**config.mk**
```make
export PLATFORM = sky130hd
export DESIGN_NAME = shram_host_port
export DESIGN_NICKNAME = d
export VERILOG_FILES = /design/src/rtl/shram_pkg.sv /design/src/rtl/shram_ptr.sv /design/src/rtl/shram_ctrl.sv /design/src/rtl/shram_mem.sv /design/src/rtl/shram_host_port.sv
export SDC_FILE = /design/constraint.sdc
export NUM_CORES = 2
export LEC_CHECK = 0
export BUFFER_PORTS_ARGS = -buffer_cell sky130_fd_sc_hd__buf_2
export CAP_MARGIN = 40
export CORE_MARGIN = 10
export CORE_UTILIZATION = 30
export DETAILED_ROUTE_END_ITERATION = 8
export HOLD_SLACK_MARGIN = 0.15
export PLACE_DENSITY = 0.43
export SLEW_MARGIN = 30
export SYNTH_ARGS = -nofsm -noshare
export SYNTH_HDL_FRONTEND = slang
export SYNTH_SLANG_ARGS = --single-unit
```
**constraint.sdc**
```tcl
create_clock -name clk -period 4.6 [get_ports clk]
set_clock_uncertainty 0.2 [all_clocks]
set_input_delay 0.92 -clock clk [delete_from_list [all_inputs] [get_ports clk]]
set_output_delay 0.92 -clock clk [all_outputs]
set_load 0.1 [all_outputs]
```
**src/rtl/shram_pkg.sv**
```systemverilog
package shram_pkg;
   localparam int BYTE_W = 8;
   localparam int WORD_W = 3;
   localparam logic [WORD_W-1:0] WO_PTR_HI = 3'd0;
   localparam logic [WORD_W-1:0] WO_PTR_LO = 3'd1;
   localparam logic [WORD_W-1:0] WO_CTRL   = 3'd2;
   localparam logic [WORD_W-1:0] WO_DATA   = 3'd4;
   localparam int CB_BYPASS  = 0;
   localparam int CB_AUTOINC = 1;
   localparam int CB_RUN     = 2;
   localparam int CB_BELL    = 3;
   localparam int CB_FLAG0   = 4;
   localparam int NUM_FLAGS  = 2;

   typedef struct packed {
      logic ptr_hi;
      logic ptr_lo;
      logic ctrl;
      logic data;
   } reg_hit_t;

   function automatic reg_hit_t decode_word(input logic [WORD_W-1:0] w, input logic sel);
      reg_hit_t h;
      h.ptr_hi = sel && (w == WO_PTR_HI);
      h.ptr_lo = sel && (w == WO_PTR_LO);
      h.ctrl   = sel && (w == WO_CTRL);
      h.data   = sel && (w == WO_DATA);
      return h;
   endfunction
endpackage

```
**src/rtl/shram_ptr.sv**
```systemverilog
module shram_ptr
   import shram_pkg::*;
#(
   parameter int PTR_W = 16
) (
   input  logic                 clk,
   input  logic                 rst_n,
   input  logic                 wr_hi,
   input  logic                 wr_lo,
   input  logic                 step,
   input  logic [BYTE_W-1:0]    wdata,
   output logic [PTR_W-1:0]     ptr_q
);
   localparam int HI_W = PTR_W - BYTE_W;

   if (PTR_W <= BYTE_W || PTR_W > 2 * BYTE_W) begin : g_bad_width
      $error("shram_ptr: PTR_W must lie in 9..16");
   end

   always_ff @(posedge clk or negedge rst_n) begin
      if (!rst_n) begin
         ptr_q <= '0;
      end else if (wr_hi) begin
         ptr_q[PTR_W-1:BYTE_W] <= wdata[HI_W-1:0];
      end else if (wr_lo) begin
         ptr_q[BYTE_W-1:0] <= wdata;
      end else if (step) begin
         ptr_q <= ptr_q + PTR_W'(1);
      end
   end
endmodule

```
**src/rtl/shram_ctrl.sv**
```systemverilog
module shram_ctrl
   import shram_pkg::*;
(
   input  logic                 clk,
   input  logic                 rst_n,
   input  logic                 wr_ctrl,
   input  logic [BYTE_W-1:0]    wdata,
   input  logic                 irq_ack,
   input  logic [NUM_FLAGS-1:0] flag_set,
   output logic [BYTE_W-1:0]    ctrl_q
);
   logic                 bypass_q, autoinc_q, run_q, bell_q;
   logic [NUM_FLAGS-1:0] flag_q;

   always_ff @(posedge clk or negedge rst_n) begin
      if (!rst_n) begin
         bypass_q  <= 1'b0;
         autoinc_q <= 1'b0;
         run_q     <= 1'b0;
      end else if (wr_ctrl) begin
         bypass_q  <= wdata[CB_BYPASS];
         autoinc_q <= wdata[CB_AUTOINC];
         run_q     <= wdata[CB_RUN];
      end
   end

   always_ff @(posedge clk or negedge rst_n) begin
      if (!rst_n) begin
         bell_q <= 1'b0;
      end else if (wr_ctrl && wdata[CB_BELL]) begin
         bell_q <= 1'b1;
      end else if (irq_ack) begin
         bell_q <= 1'b0;
      end
   end

   for (genvar i = 0; i < NUM_FLAGS; i++) begin : g_flag
      always_ff @(posedge clk or negedge rst_n) begin
         if (!rst_n) begin
            flag_q[i] <= 1'b0;
         end else if (flag_set[i]) begin
            flag_q[i] <= 1'b1;
         end else if (wr_ctrl && wdata[CB_FLAG0+i]) begin
            flag_q[i] <= 1'b0;
         end
      end
   end

   always_comb begin
      ctrl_q                              = '0;
      ctrl_q[CB_BYPASS]                   = bypass_q;
      ctrl_q[CB_AUTOINC]                  = autoinc_q;
      ctrl_q[CB_RUN]                      = run_q;
      ctrl_q[CB_BELL]                     = bell_q;
      ctrl_q[CB_FLAG0+NUM_FLAGS-1:CB_FLAG0] = flag_q;
   end
endmodule

```
**src/rtl/shram_mem.sv**
```systemverilog
module shram_mem
   import shram_pkg::*;
#(
   parameter int MEM_AW    = 8,
   parameter bit HOST_WINS = 1'b1
) (
   input  logic              clk,
   input  logic              h_we,
   input  logic [MEM_AW-1:0] h_addr,
   input  logic [BYTE_W-1:0] h_wdata,
   output logic [BYTE_W-1:0] h_rdata,
   input  logic              c_we,
   input  logic [MEM_AW-1:0] c_addr,
   input  logic [BYTE_W-1:0] c_wdata,
   output logic [BYTE_W-1:0] c_rdata
);
   localparam int DEPTH = 1 << MEM_AW;

   if (MEM_AW < 1 || MEM_AW > 12) begin : g_bad_depth
      $error("shram_mem: MEM_AW must lie in 1..12");
   end

   logic [BYTE_W-1:0] mem_q [DEPTH];

   if (HOST_WINS) begin : g_host_last
      always_ff @(posedge clk) begin
         if (c_we) mem_q[c_addr] <= c_wdata;
         if (h_we) mem_q[h_addr] <= h_wdata;
      end
   end else begin : g_cp_last
      always_ff @(posedge clk) begin
         if (h_we) mem_q[h_addr] <= h_wdata;
         if (c_we) mem_q[c_addr] <= c_wdata;
      end
   end

   assign h_rdata = mem_q[h_addr];
   assign c_rdata = mem_q[c_addr];
endmodule

```
**src/rtl/shram_host_port.sv**
```systemverilog
module shram_host_port
   import shram_pkg::*;
#(
   parameter int PTR_W     = 16,
   parameter int MEM_AW    = 8,
   parameter bit HOST_WINS = 1'b1
) (
   input  logic                 clk,
   input  logic                 rst_n,
   input  logic                 host_sel,
   input  logic                 host_wr,
   input  logic [3:0]           host_addr,
   input  logic [7:0]           host_wdata,
   output logic [7:0]           host_rdata,
   output logic                 host_irq,
   input  logic                 cp_wr,
   input  logic [MEM_AW-1:0]    cp_addr,
   input  logic [7:0]           cp_wdata,
   output logic [7:0]           cp_rdata,
   output logic                 cp_run,
   output logic                 cp_irq,
   input  logic                 cp_irq_ack,
   input  logic [1:0]           cp_flag_set
);
   if (MEM_AW > PTR_W) begin : g_bad_map
      $error("shram_host_port: MEM_AW exceeds PTR_W");
   end

   reg_hit_t          rd_hit, wr_hit;
   logic [PTR_W-1:0]  ptr_q;
   logic [7:0]        ctrl_q;
   logic [7:0]        mem_rd;
   logic              autoinc;

   assign rd_hit  = decode_word(host_addr[3:1], host_sel);
   assign wr_hit  = decode_word(host_addr[3:1], host_sel && host_wr);
   assign autoinc = ctrl_q[CB_AUTOINC];

   shram_ptr #(.PTR_W(PTR_W)) u_ptr (
      .clk   (clk),
      .rst_n (rst_n),
      .wr_hi (wr_hit.ptr_hi),
      .wr_lo (wr_hit.ptr_lo),
      .step  (rd_hit.data && autoinc),
      .wdata (host_wdata),
      .ptr_q (ptr_q)
   );

   shram_ctrl u_ctrl (
      .clk      (clk),
      .rst_n    (rst_n),
      .wr_ctrl  (wr_hit.ctrl),
      .wdata    (host_wdata),
      .irq_ack  (cp_irq_ack),
      .flag_set (cp_flag_set),
      .ctrl_q   (ctrl_q)
   );

   shram_mem #(.MEM_AW(MEM_AW), .HOST_WINS(HOST_WINS)) u_mem (
      .clk     (clk),
      .h_we    (wr_hit.data),
      .h_addr  (ptr_q[MEM_AW-1:0]),
      .h_wdata (host_wdata),
      .h_rdata (mem_rd),
      .c_we    (cp_wr),
      .c_addr  (cp_addr),
      .c_wdata (cp_wdata),
      .c_rdata (cp_rdata)
   );

   always_comb begin
      host_rdata = '0;
      if (rd_hit.ptr_hi)      host_rdata = 8'(ptr_q[PTR_W-1:BYTE_W]);
      else if (rd_hit.ptr_lo) host_rdata = ptr_q[BYTE_W-1:0];
      else if (rd_hit.ctrl)   host_rdata = ctrl_q;
      else if (rd_hit.data)   host_rdata = mem_rd;
   end

   assign cp_run   = ctrl_q[CB_RUN];
   assign cp_irq   = ctrl_q[CB_BELL];
   assign host_irq = |ctrl_q[CB_FLAG0+NUM_FLAGS-1:CB_FLAG0];
endmodule

```
# Word-level counts from Yosys, hierarchy flattened
# Memories as Yosys holds them, arrays and structs flattened.
# Index checks and enable logic that the tools add are counted.
[word_totals]
register_bits = 22
ram_bits = 2048
in_bits = 36
elab_cells = 55
mem_count = 1
[op_classes]
add_sub_neg = 1
eq_ne = 4
n_mux = 18
bitwise_logic = 1
reduce_logical = 22
[mem_list]
columns = ["name", "words", "word_bits", "read_ports", "rd_clocked_by_memory_dff", "wr", "line", "text"]
rows = [
  ["u_mem.mem_q", 256, 8, 2, 0, 2, "shram_mem.sv:23", "logic [BYTE_W-1:0] mem_q [DEPTH];"],
]
[op_table]
columns = ["cell", "count"]
rows = [
  ["8-bit two-way mux", 7],
  ["16-bit by 1-bit adder with 16-bit output, second input constant", 1],
  ["16-bit two-way mux", 1],
  ["1-bit logical AND", 13],
  ["1-bit two-way mux", 10],
  ["2-bit nonzero test", 5],
  ["2-bit AND reduction", 2],
  ["3-bit by 1-bit equality test with 1-bit output, second input constant", 1],
  ["3-bit by 2-bit equality test with 1-bit output, second input constant", 1],
  ["3-bit equality test, second input constant", 1],
  ["3-bit zero test", 1],
  ["2-bit by 1-bit inequality test with 1-bit output, second input constant", 1],
  ["2-bit OR reduction", 1],
  ["1-bit NOT", 1],
]

# Logic depth before layout (Yosys ltp)
[depth]
depth_word = 6
ltp_mapped = 14
mapped_depth_nobuf = 7

# By module
# A second synthesis with hierarchy kept.
[hier_totals]
cells_unflattened = 7764
area_unflattened_um2 = 122804.0
[by_module_without_submodules]
columns = ["mod", "n_inst", "cells_per_inst", "area_per_inst_um2", "seq_area_each_um2"]
rows = [
  ["shram_mem", 1, 7569, 121099.9, 61499.0],
  ["shram_ptr", 1, 114, 996.0, 400.4],
  ["shram_host_port", 1, 58, 440.4, 0.0],
  ["shram_ctrl", 1, 23, 267.8, 150.1],
]

# Worst setup path after synthesis
# Ideal clock, no wire load.
[synth_path]
kind = "input port to output port"
from = "input port cp_addr[1]"
to = "output port cp_rdata[6]"
arrival_ns = 4.804
required_ns = 3.480
setup_slack_ns = -1.324
stages = 9
n_path_buf = 4
cell_sequence = "buf_2 -> buf_2 -> clkbuf_1 -> clkbuf_1 -> mux4_2 -> mux4_2 -> nand2_1 -> a41o_1 -> o21ai_0"
[synth_via]
elab_chain_cells = 1
[synth_lines]
columns = ["element", "line", "text"]
rows = [
  ["from (decl)", "shram_host_port.sv:17", "input logic [MEM_AW-1:0] cp_addr,"],
  ["memory read 256 x 8 bit", "n/a", ""],
  ["to (decl)", "shram_host_port.sv:19", "output logic [7:0] cp_rdata,"],
]
# Every way passes these cells.

# Worst setup path in the final report
[layout_path]
from = "input port cp_addr[0]"
to = "output port cp_rdata[2]"
# The elaborated chain is that of the path after synthesis.

==> reports/qor.yml <==
critical_path:
  slowest_delay_ps: 670
  crit_chain: "buf_16 -> buf_16 -> buf_6 -> buf_6 -> buf_6 -> buf_12 -> mux4_2 -> mux4_2 -> a22oi_2 -> buf_6 -> a21oi_4 -> or4_4 -> buf_12"
  crit_slowest_cell: "or4_4"
  crit_fanout: 7
  crit_path_start: "cp_addr[0]"
  cp_common_cell: "buf_6"
  critPathKind: "in2out"
  worstReg2RegStart: "u_ptr.ptr_q[2]"
  cp_data_arrival_time_ps: 4430
  crit_path_end_kind: "output port"
  cp.required_ps: 3480
  start_kind: "input port"
floorplanning:
  rows: 235
  die_x_um: 663
  pin_count: 55
  dieArea_um2: 439000
  start_util_pct: 30.2
  core_region_area_um2: 411000
  die_h_um: 663
sta:
  finalHoldViolCount: 0
  setup_tns_ps: -12990
  finalSetupViolations: 16
  fmax_mhz: 180
  rsz0062_at_grt: "yes"
  tightest_slew_ps: 1110
  timing.slew.headroom_pct: 26.1
  worst_slack_ps: -946
  fin_hold_ws_ps: 200
  period_minus_slack_ps: 5550
  finalCritPeriodShare_pct: 121
  report.final.slew_viol_count: 0
power_and_ir_drop:
  power_frac_comb_pct: 36.3
  seq_power_share_pct: 32.0
  power_frac_clock_pct: 31.7
  p_leak_nw: 50.2
  peakVddDrop_mv: 0.280
  internal_power_w: 0.0430
  netSwitchingFraction_pct: 34.3
  switching_power_w: 0.0224
  finalPower_w: 0.0655
  power.density_nw_per_um2: 426
clock_network:
  cts_tree: "done"
  cts_buffer_depth: 4
  path_clk_slew_ps: 50
  clk_latency_ps: 960
  numCtsBuffers: 267
  clockRootBuffer: "clkbuf_16"
  h-tree-depth: 5
  cts.sinks: 2070
detailed_routing:
  drc: 0
  viasPerCell: 6.02
  ant_nets: 0
  drtPass1Iterations: 6
  drtIter0Drc: 11700
  vias: 86700
  avgRoutedWirePerCell_um: 40.9
  wl_mm: 589
outcome:
  outcome: "finished, violations left"
  violations: "setup timing"
global_routing:
  overflow: 0
  grt_util_all_layers_pct: 25.8
  grt_pass1_wl_mm: 793
  grt_max_degree: 105
  grt_pass1_vias: 86100
  antenna_found_initial: 53
cells_and_area:
  area.growth.synth_to_final_pct: 23.9
  final_cell_mix: "mux2_2, edfxtp_1, buf_4"
  seq_area_um2: 62100
  drive_gt1_share_pct: 62.2
  nets: 8745
  nFillCells: 38300
  final_cell_area_um2: 154000
  final_common_cell: "mux2_2"
  multi_input_area_um2: 59400
yosys:
  async_reset_ff_share_pct: 1.06
  ys_ff_latch: 2070
  synthCells: 7712
  synth_top_flop_cell: "edfxtp_1"
  ys_seq_area_share_pct: 50.1
  avgSynthCellArea_um2: 16.1
  synth_cell_type_count: 67
  synthesis.area_um2: 124000
  ys_warn_count: 0
  synth_edf_count: 2048
  syn_nets: 7752
placement:
  hpwl_mm: 416
  place_worst_setup_slack_ps: -1540
  port_buffers: 53
  gp_congestion: 0.959
  place_area_um2: 141000
min_path:
  worstHoldStart: "host_wdata[5]"
  hp-class: "in2reg"
job:
  cap_violations: 0
==> repair_timing <==
item,CTS,global route
gates cloned,12,5
setup buffers,89,64
hold endpoints to repair,25,0
gates resized for setup,309,127
hold buffers,4,0
endpoints found under the setup margin,16,16
pin swaps,51,47
==> cell families (layout without fill, tap and decap cells) <==
| kind of cell | after synthesis | in the layout | synth area share [%] |
|---|---|---|---|
| AND/OR/NAND/NOR | 724 | 724 | 2.61 |
| other | 0 | 38 | 0 |
| XOR/XNOR | 10 | 10 | 0.0707 |
| buffers and inverters | 939 | 2131 | 3.18 |
| AO/OA/AOI/OAI | 613 | 613 | 3.17 |
| flip-flops | 2070 | 2070 | 50.1 |
| adder cells (fa/ha/maj) | 4 | 4 | 0.0404 |
| multiplexers | 3352 | 3352 | 40.9 |
==> state kept, by name, indices dropped and copies added (netlist names) <==
signal            count
u_mem.mem_q        2048
u_ctrl.autoinc_q      1
u_ctrl.bypass_q       1
u_ctrl.bell_q         1
u_ptr.ptr_q          16
u_ctrl.run_q          1
u_ctrl.ctrl_q         2
==> through the flow <==
step | cells | util [%]
after floorplan | 7712 | -
after global placement | 13700 | 34.4
after detailed placement | 13700 | 34.4
after CTS | 14300 | 37.1
after global routing | 14400 | 37.4
final | 14400 | 37.4
==> power by group through the flow <==
stage          sequential (W)  combinational (W)  clock [W]
4_1_cts                0.0209             0.0226     0.0211
2_1_floorplan          0.0213             0.0106          0
3_3_place_gp           0.0214             0.0208          0
5_1_grt                0.0209             0.0241     0.0218
3_5_place_dp           0.0214             0.0209          0
6_report               0.0209             0.0237     0.0208
==> path summary, 6_finish.rpt <==
kind                                  endpoint  slack [ps]  depth (start not counted)
min in group asynchronous        u_ctrl.bell_q         350                          2
setup / recovery                   cp_rdata[2]        -950                         13
hold / removal                u_ctrl.ctrl_q[5]         200                          3
hold reg to reg                u_ctrl.bypass_q         320                          1
setup reg to reg           u_mem.mem_q[244][2]         130                         12
max in group asynchronous       u_ptr.ptr_q[7]        3310                          2
==> cell type report <==
class                      instances  area share, %
sequential                      2070           40.4
timing repair buffer            1650           10.9
inverter                          13         0.0367
clock buffer                     343           4.65
antenna                           38         0.0619
clock inverter                   125          0.760
multi-input combinational       4703           38.7
tap                             5451           4.44
==> cell usage after synthesis (all sizes together) (3+ instances only) <==
library cell	count	area share (%)
a211oi	7	0.042
nor3	29	0.13
mux2i	84	0.68
a2111oi	5	0.035
a221o	5	0.040
o41a	6	0.055
nand3	69	0.28
a32oi	8	0.057
ha	4	0.040
inv	13	0.039
a21o	3	0.018
edfxtp	2048	50
nand2	276	0.84
or3	3	0.015
a221oi	10	0.071
o21ai	136	0.55
clkbuf	670	2.0
o22ai	197	0.99
a21oi	76	0.31
nor2	246	0.82
nor3b	7	0.042
nand4	17	0.086
nor4	10	0.050
xor2	5	0.035
xnor2	5	0.035
and3	6	0.030
o211ai	5	0.030
or4	6	0.036
dfrtp	22	0.44
a32o	3	0.024
nand2b	18	0.091
mux4	1156	21
or2	4	0.020
o31ai	4	0.024
buf	256	1.1
nor2b	15	0.076
mux2	2112	19
o2111ai	12	0.085
and2	11	0.056
a31oi	20	0.10
a22oi	88	0.53
a22o	9	0.064
o221ai	4	0.028
==> worst max-delay path, delay by kind of cell <==
kind | cells | cell delay [ps]
buffers and inverters | 8 | 1170
AOI/OAI and AO/OA | 2 | 500
muxes | 2 | 1100
and+or+nand+nor | 1 | 670
==> layer usage <==
metal  track usage [%]  share of wire [%]  vias to the layer above
li1                  -                  -                    33800
met1              34.6                 40                    46900
met2              40.1                 45                     4886
met3              5.37                8.8                     1033
met4              12.0                5.6                       14
met5                 0              0.016                        -
Note: power is estimated with default switching activity, not from simulation.
